[config.mk]
export PLATFORM = sky130hd
export DESIGN_NAME = rtc_field_stepper
export DESIGN_NICKNAME = d
export VERILOG_FILES = /design/src/rtl/rtc_fs_pkg.sv /design/src/rtl/rtc_fs_bcd_byte.sv /design/src/rtl/rtc_fs_field_step.sv /design/src/rtl/rtc_fs_host_regs.sv /design/src/rtl/rtc_field_stepper.sv
export SDC_FILE = /design/constraint.sdc
export NUM_CORES = 1
export LEC_CHECK = 0
export ABC_CLOCK_PERIOD_IN_PS = 2600
export BUFFER_PORTS_ARGS = -buffer_cell sky130_fd_sc_hd__clkbuf_2
export CORE_MARGIN = 3
export CORE_UTILIZATION = 50
export DETAILED_ROUTE_END_ITERATION = 7
export PLACE_DENSITY = 0.8
export SYNTH_ARGS = -nofsm -noshare
export SYNTH_HDL_FRONTEND = slang
export SYNTH_SLANG_ARGS = --single-unit
[constraint.sdc]
create_clock -name clk -period 2.6 [get_ports clk]
set_clock_uncertainty 0.05 [all_clocks]
set_input_delay 0.13 -clock clk [delete_from_list [all_inputs] [get_ports clk]]
set_output_delay 0.13 -clock clk [all_outputs]
set_load 0.005 [all_outputs]
[src/rtl/rtc_fs_pkg.sv]
package rtc_fs_pkg;
  localparam int unsigned WORD_W  = 32;
  localparam int unsigned LANES   = WORD_W / 8;

  localparam int unsigned OFS_MODE = 0;
  localparam int unsigned OFS_CTRL = 1;
  localparam int unsigned OFS_TIME = 2;
  localparam int unsigned OFS_DATE = 3;

  typedef enum logic [2:0] {
    SEL_SEC  = 3'd0,
    SEL_MIN  = 3'd1,
    SEL_HOUR = 3'd2,
    SEL_WDAY = 3'd3,
    SEL_DAY  = 3'd4,
    SEL_MON  = 3'd5,
    SEL_YEAR = 3'd6,
    SEL_NONE = 3'd7
  } field_sel_e;
endpackage

[src/rtl/rtc_fs_bcd_byte.sv]
// One packed-BCD byte incremented by one, with a tens carry and a wrap point.
// WRAP_FIRST = 1 compares the raw sum with WRAP_AT before the tens carry,
// otherwise the carried value is compared.
module rtc_fs_bcd_byte #(
  parameter logic [7:0] WRAP_AT    = 8'h60,
  parameter logic [7:0] WRAP_TO    = 8'h00,
  parameter bit         WRAP_FIRST = 1'b0
) (
  input  logic [7:0] cur,
  output logic [7:0] nxt
);
  logic [7:0] sum;
  logic [7:0] carried;

  always_comb begin
    sum     = cur + 8'd1;
    carried = (sum[3:0] == 4'hA) ? {sum[7:4] + 4'd1, 4'h0} : sum;
  end

  generate
    if (WRAP_FIRST) begin : g_wrap_raw
      always_comb nxt = (sum == WRAP_AT) ? WRAP_TO : carried;
    end else begin : g_wrap_carried
      always_comb nxt = (carried == WRAP_AT) ? WRAP_TO : carried;
    end
  endgenerate
endmodule

[src/rtl/rtc_fs_field_step.sv]
// Next time and date words for one committed increment of the selected field.
module rtc_fs_field_step
  import rtc_fs_pkg::*;
(
  input  logic [WORD_W-1:0] time_cur,
  input  logic [WORD_W-1:0] date_cur,
  input  field_sel_e        sel,
  output logic [WORD_W-1:0] time_nxt,
  output logic [WORD_W-1:0] date_nxt
);
  logic [7:0] sec_n, min_n, hour_n, day_n, mon_n, year_n;
  logic [3:0] wd_sum, wd_n;

  rtc_fs_bcd_byte #(.WRAP_AT(8'h60), .WRAP_TO(8'h00), .WRAP_FIRST(1'b0))
    u_sec  (.cur(time_cur[7:0]),   .nxt(sec_n));
  rtc_fs_bcd_byte #(.WRAP_AT(8'h60), .WRAP_TO(8'h00), .WRAP_FIRST(1'b0))
    u_min  (.cur(time_cur[15:8]),  .nxt(min_n));
  rtc_fs_bcd_byte #(.WRAP_AT(8'h24), .WRAP_TO(8'h00), .WRAP_FIRST(1'b1))
    u_hour (.cur(time_cur[23:16]), .nxt(hour_n));
  rtc_fs_bcd_byte #(.WRAP_AT(8'h32), .WRAP_TO(8'h00), .WRAP_FIRST(1'b1))
    u_day  (.cur(date_cur[7:0]),   .nxt(day_n));
  rtc_fs_bcd_byte #(.WRAP_AT(8'h13), .WRAP_TO(8'h01), .WRAP_FIRST(1'b1))
    u_mon  (.cur(date_cur[15:8]),  .nxt(mon_n));
  rtc_fs_bcd_byte #(.WRAP_AT(8'hA0), .WRAP_TO(8'h00), .WRAP_FIRST(1'b0))
    u_year (.cur(date_cur[23:16]), .nxt(year_n));

  always_comb begin
    wd_sum = time_cur[27:24] + 4'd1;
    wd_n   = (wd_sum == 4'd8) ? 4'd1 : wd_sum;
  end

  always_comb begin
    time_nxt = time_cur;
    date_nxt = date_cur;
    unique case (sel)
      SEL_SEC:  time_nxt[7:0]   = sec_n;
      SEL_MIN:  time_nxt[15:8]  = min_n;
      SEL_HOUR: time_nxt[23:16] = hour_n;
      SEL_WDAY: time_nxt[27:24] = wd_n;
      SEL_DAY:  date_nxt[7:0]   = day_n;
      SEL_MON:  date_nxt[15:8]  = mon_n;
      SEL_YEAR: date_nxt[23:16] = year_n;
      SEL_NONE: ;
    endcase
  end
endmodule

[src/rtl/rtc_fs_host_regs.sv]
// Mode and control registers with byte strobes and the commit handshake.
module rtc_fs_host_regs
  import rtc_fs_pkg::*;
#(
  parameter int unsigned ADDR_W = 4
) (
  input  logic              clk,
  input  logic              rst_n,
  input  logic              wr_en,
  input  logic [ADDR_W-1:0] wr_addr,
  input  logic [WORD_W-1:0] wr_data,
  input  logic [LANES-1:0]  wr_strb,
  output logic [WORD_W-1:0] mode_q,
  output logic [WORD_W-1:0] ctrl_q,
  output logic              commit
);
  logic              hit_mode, hit_ctrl;
  logic              mode_en, ctrl_en;
  logic [WORD_W-1:0] mode_merge, ctrl_merge;
  logic [WORD_W-1:0] mode_d, ctrl_d;

  genvar lane;
  generate
    for (lane = 0; lane < LANES; lane++) begin : g_lane
      assign mode_merge[lane*8 +: 8] = wr_strb[lane] ? wr_data[lane*8 +: 8]
                                                     : mode_q[lane*8 +: 8];
      assign ctrl_merge[lane*8 +: 8] = wr_strb[lane] ? wr_data[lane*8 +: 8]
                                                     : ctrl_q[lane*8 +: 8];
    end
  endgenerate

  always_comb begin
    hit_mode = wr_en && (wr_addr == ADDR_W'(OFS_MODE));
    hit_ctrl = wr_en && (wr_addr == ADDR_W'(OFS_CTRL));
    commit   = hit_ctrl && (ctrl_q == WORD_W'(1)) && (wr_data == WORD_W'(1));
    mode_en  = hit_mode;
    mode_d   = mode_merge;
    ctrl_en  = commit || (hit_ctrl && (ctrl_q == '0));
    ctrl_d   = commit ? '0 : ctrl_merge;
  end

  always_ff @(posedge clk or negedge rst_n) begin
    if (!rst_n) begin
      mode_q <= '0;
      ctrl_q <= '0;
    end else begin
      if (mode_en) mode_q <= mode_d;
      if (ctrl_en) ctrl_q <= ctrl_d;
    end
  end
endmodule

[src/rtl/rtc_field_stepper.sv]
module rtc_field_stepper
  import rtc_fs_pkg::*;
#(
  parameter int unsigned ADDR_W = 4
) (
  input  logic              clk,
  input  logic              rst_n,
  input  logic              wr_en,
  input  logic [ADDR_W-1:0] wr_addr,
  input  logic [31:0]       wr_data,
  input  logic [3:0]        wr_strb,
  input  logic [ADDR_W-1:0] rd_addr,
  output logic [31:0]       rd_data
);
  logic [WORD_W-1:0] mode_q, ctrl_q;
  logic [WORD_W-1:0] time_q, date_q, time_d, date_d;
  logic              commit;
  field_sel_e        sel;

  rtc_fs_host_regs #(.ADDR_W(ADDR_W)) u_regs (
    .clk     (clk),
    .rst_n   (rst_n),
    .wr_en   (wr_en),
    .wr_addr (wr_addr),
    .wr_data (wr_data),
    .wr_strb (wr_strb),
    .mode_q  (mode_q),
    .ctrl_q  (ctrl_q),
    .commit  (commit)
  );

  assign sel = field_sel_e'(mode_q[3:1]);

  rtc_fs_field_step u_step (
    .time_cur (time_q),
    .date_cur (date_q),
    .sel      (sel),
    .time_nxt (time_d),
    .date_nxt (date_d)
  );

  always_ff @(posedge clk or negedge rst_n) begin
    if (!rst_n) begin
      time_q <= '0;
      date_q <= '0;
    end else if (commit) begin
      time_q <= time_d;
      date_q <= date_d;
    end
  end

  always_comb begin
    unique case (rd_addr)
      ADDR_W'(OFS_MODE): rd_data = mode_q;
      ADDR_W'(OFS_CTRL): rd_data = ctrl_q;
      ADDR_W'(OFS_TIME): rd_data = time_q;
      ADDR_W'(OFS_DATE): rd_data = date_q;
      default:           rd_data = '0;
    endcase
  end
endmodule

==> flow_metrics.py <==
metrics = {
    "final_layout": {
        "area_growth_syn_to_layout_pct": 23.6,
        "drive_above_1_share_pct": 24.4,
        "nets": 950,
        "antenna_cells": 0,
    },
    "synth": {
        "netlist_area_um2": 7290,
        "avgSynthCellArea_um2": 9.70,
        "synth-compound-area-share_pct": 20.5,
        "synth_seq_area_share_pct": 39.8,
        "synth_top_family_by_area": "compound AO/OA/AOI/OAI gates",
        "synthDistinctLibCells": 73,
        "syn_nets": 822,
        "synthCells": 752,
        "synth_fa_ha_area_share_pct": 3.95,
        "synth_edf_count": 0,
        "synth_xor_area_share_pct": 6.32,
        "synthArstFlopShare_pct": 100,
        "synth.area.mux_share_pct": 5.99,
        "synth_warnings": 0,
        "ys_seq_elements": 116,
        "synth-simple-area-share_pct": 19.8,
        "synth_flop_cell": "dfrtp_1",
    },
    "clocking": {
        "cts_root_buf": "clkbuf_16",
        "path_clk_slew_ps": 60,
        "cts.sinks": 116,
        "numCtsBuffers": 17,
        "clk_path_buf_depth": 2,
        "h-tree-depth": 4,
        "clock_latency_ps": 430,
        "cts_tree": "built",
    },
    "sta": {
        "period_share_pct": 97.8,
        "hold_viol_final": 0,
        "setup_slack_ps": 56.1,
        "fmax_mhz": 393,
        "tightestPinTransition_ps": 558,
        "setup_viol": 0,
        "period_needed_ps": 2540,
        "maxSlewHeadroom_pct": 61.8,
        "maxSlewViolCount": 0,
    },
    "critical_path": {
        "crit_path_frequent_cell": "ha_1",
        "r2r-start": "date_q[17]$_DFFE_PN0P_",
        "cp_slowest_cell": "or3b_2",
        "slowest_delay_ps": 480,
        "crit_path_start": "date_q[17]$_DFFE_PN0P_",
        "worstSetupPathType": "flop to flop",
        "worstPathCellList": "ha_1 -> nand3_1 -> xnor2_2 -> ha_1 -> xnor3_1 -> or3b_2 -> a211o_1 -> o21a_1",
        "r2r_setup_slack_ps": 60,
        "end_kind": "flop",
        "critPathMaxFanout": 6,
        "cp-start-kind": "flop",
        "arrival_ps": 2800,
        "worstPathRequired_ps": 2860,
    },
    "global_route": {
        "grt_pass1_wl_um": 35100,
        "antenna_found_initial": 0,
        "grt_pass1_vias": 6589,
        "grt_max_degree": 79,
        "grt_remaining_overflow": 0,
        "grt.total_usage_pct": 27.2,
    },
    "floorplanning": {
        "io_pins": 79,
        "coreArea_um2": 14100,
        "die_h_um": 127,
        "start_util_pct": 51.7,
        "die-area_um2": 16100,
        "die_width_um": 127,
        "std_cell_rows": 43,
    },
    "route": {
        "drt_iter0_markers": 728,
        "vias": 6790,
        "via_per_inst": 6.35,
        "drc_errors": 0,
        "wl_um": 21400,
        "drt_pre_antenna_iters": 6,
        "post_drt_wl_per_cell_um": 20.0,
        "ant_nets": 0,
    },
    "hold_path": {
        "hold_path.class": "input port to flop",
        "worstHoldStart": "wr_addr[1]",
    },
    "placed_design": {
        "post-place-ws_ps": 59.0,
        "gp_congestion": 0.941,
        "portBuffers": 78,
        "dpl.hpwl_um": 14600,
    },
    "power_and_ir_drop": {
        "p_leak_nw": 4.34,
        "p_total_w": 0.00501,
        "pwr-share-comb_pct": 11.9,
        "p_per_area_nw_per_um2": 556,
        "p_switching_w": 0.00127,
        "p_seq_share_pct": 43.9,
        "power_frac_clock_pct": 44.2,
        "irDropWorstVdd_mv": 0.440,
        "p_int_w": 0.00374,
        "switching_share_pct": 25.4,
    },
    "outcome": {
        "run_status": "finished, final reports clean",
    },
    "run": {
        "drv_cap": 0,
    },
}
logic make-up (layout without fill, tap and decap cells):
family	count (synthesis)	after routing
XOR/XNOR	51	51
multiplexers	39	39
adder cells (fa/ha/maj)	23	23
buffers and inverters	67	205
flip-flops	116	116
AND/OR/NAND/NOR	258	258
AO/OA/AOI/OAI	198	198
area by class of cell:
class                           instances  area [µm²]
Inverter                               22        82.6
Multi-Input combinational cell        569        4190
Sequential cell                       116        2900
Clock buffer                           24         502
Timing Repair Buffer                  154        1060
Clock inverter                          5        50.0
Fill cell                            1115        5080
Tap cell                              180         225
cells in the mapped netlist (all sizes together) (5+ instances only):
| library cell | instances | area share [%] |
|---|---|---|
| o21a | 5 | 0.51 |
| xor2 | 14 | 1.7 |
| nand3 | 37 | 2.5 |
| nand2 | 69 | 3.6 |
| a221o | 24 | 3.3 |
| xnor2 | 36 | 4.3 |
| inv | 22 | 1.1 |
| buf | 10 | 0.74 |
| mux2 | 37 | 5.7 |
| a22o | 30 | 3.6 |
| and2 | 9 | 0.77 |
| ha | 23 | 3.9 |
| nor3 | 10 | 0.69 |
| clkbuf | 35 | 1.8 |
| or2 | 6 | 0.51 |
| nor4 | 19 | 1.9 |
| nor4b | 8 | 1.3 |
| o21ai | 34 | 2.3 |
| dfrtp | 116 | 40 |
| nor2b | 5 | 0.43 |
| nand4 | 11 | 1.0 |
| a21o | 35 | 3.6 |
| and3 | 17 | 1.5 |
| a21oi | 22 | 1.5 |
| nor3b | 6 | 0.69 |
| nor2 | 35 | 1.8 |
layout by cell type (no fill, tap or decap), types with 5 or more instances in the layout:
cell,count
dfrtp_1,115
clkbuf_2,77
nand2_1,68
buf_4,42
nand3_1,37
mux2_2,36
a21o_1,35
xnor2_1,35
nor2_1,34
dlygate4sd3_1,34
o21ai_0,33
a22o_1,30
a221o_1,24
ha_1,23
inv_1,22
a21oi_1,21
and3_1,17
clkbuf_16,17
nor4_1,15
xor2_1,14
nand4_1,10
nor3_1,10
and2_1,9
nor4b_2,5
nor2b_1,5
o21a_1,5
nor3b_1,5
or2_2,5
clkbuf_8,5
worst paths after layout:
path / to / cells past startpoint
setup / recovery: date_q[21]$_DFFE_PN0P_ / 8
hold / removal: u_regs.ctrl_q[0]$_DFFE_PN0P_ / 7
setup reg to reg: date_q[21]$_DFFE_PN0P_ / 8
hold reg to reg: u_regs.ctrl_q[4]$_DFFE_PN0P_ / 1
max in group asynchronous: time_q[2]$_DFFE_PN0P_ / 3
min in group asynchronous: time_q[17]$_DFFE_PN0P_ / 3
power groups by stage:
| stage | logic, W | clock network (W) | registers (W) |
|---|---|---|---|
| 5_1_grt | 0.000651 | 0.00231 | 0.00223 |
| 2_1_floorplan | 0.000357 | 0 | 0.00215 |
| 6_report | 0.000595 | 0.00222 | 0.00220 |
| 4_1_cts | 0.000592 | 0.00222 | 0.00219 |
| 3_3_place_gp | 0.000534 | 0 | 0.00221 |
| 3_5_place_dp | 0.000546 | 0 | 0.00222 |
stage by stage:
stage	TNS [ps]	util (%)	instances	hold WS, ps	cell area [µm²]
after floorplan	0	-	752	-216	7290
after global routing	-90.7	63.9	1070	239	9010
after global placement	0	57.2	1003	-121	8060
final	0	63.9	1070	182	9010
after CTS	0	63.5	1066	184	8950
after detailed placement	0	57.2	1003	-122	8060
routing by layer:
layer  share of wire [%]  global-route usage [%]  wire (µm)
met5                   0                       0          0
met4                 3.8                    12.2        810
met3                 8.1                    5.14       1740
met2                  46                    40.9       9900
met1                  42                    38.3       8940
repair_timing:
item,CTS,global route
endpoints found under the hold margin,180,0
gates resized for setup,0,7
buffers inserted,0,4
cloned,0,0
pin swaps,1,2
hold buffers,34,0
setup endpoints to repair,1,33
registers in the layout, indices dropped and copies added (netlist names):
signal,cells
u_regs.ctrl_q,32
u_regs.mode_q,32
time_q,28
date_q,24
worst max-delay path: cells and delay by family (launching register included):
| family | cells | cell delay (ps) |
|---|---|---|
| xor gates and xnor gates | 2 | 480 |
| adders and majority gates | 2 | 390 |
| and+or+nand+nor | 2 | 660 |
| AOI/OAI and AO/OA | 2 | 430 |
| DFF | 1 | 400 |
Power figures use the tool's default switching activity.
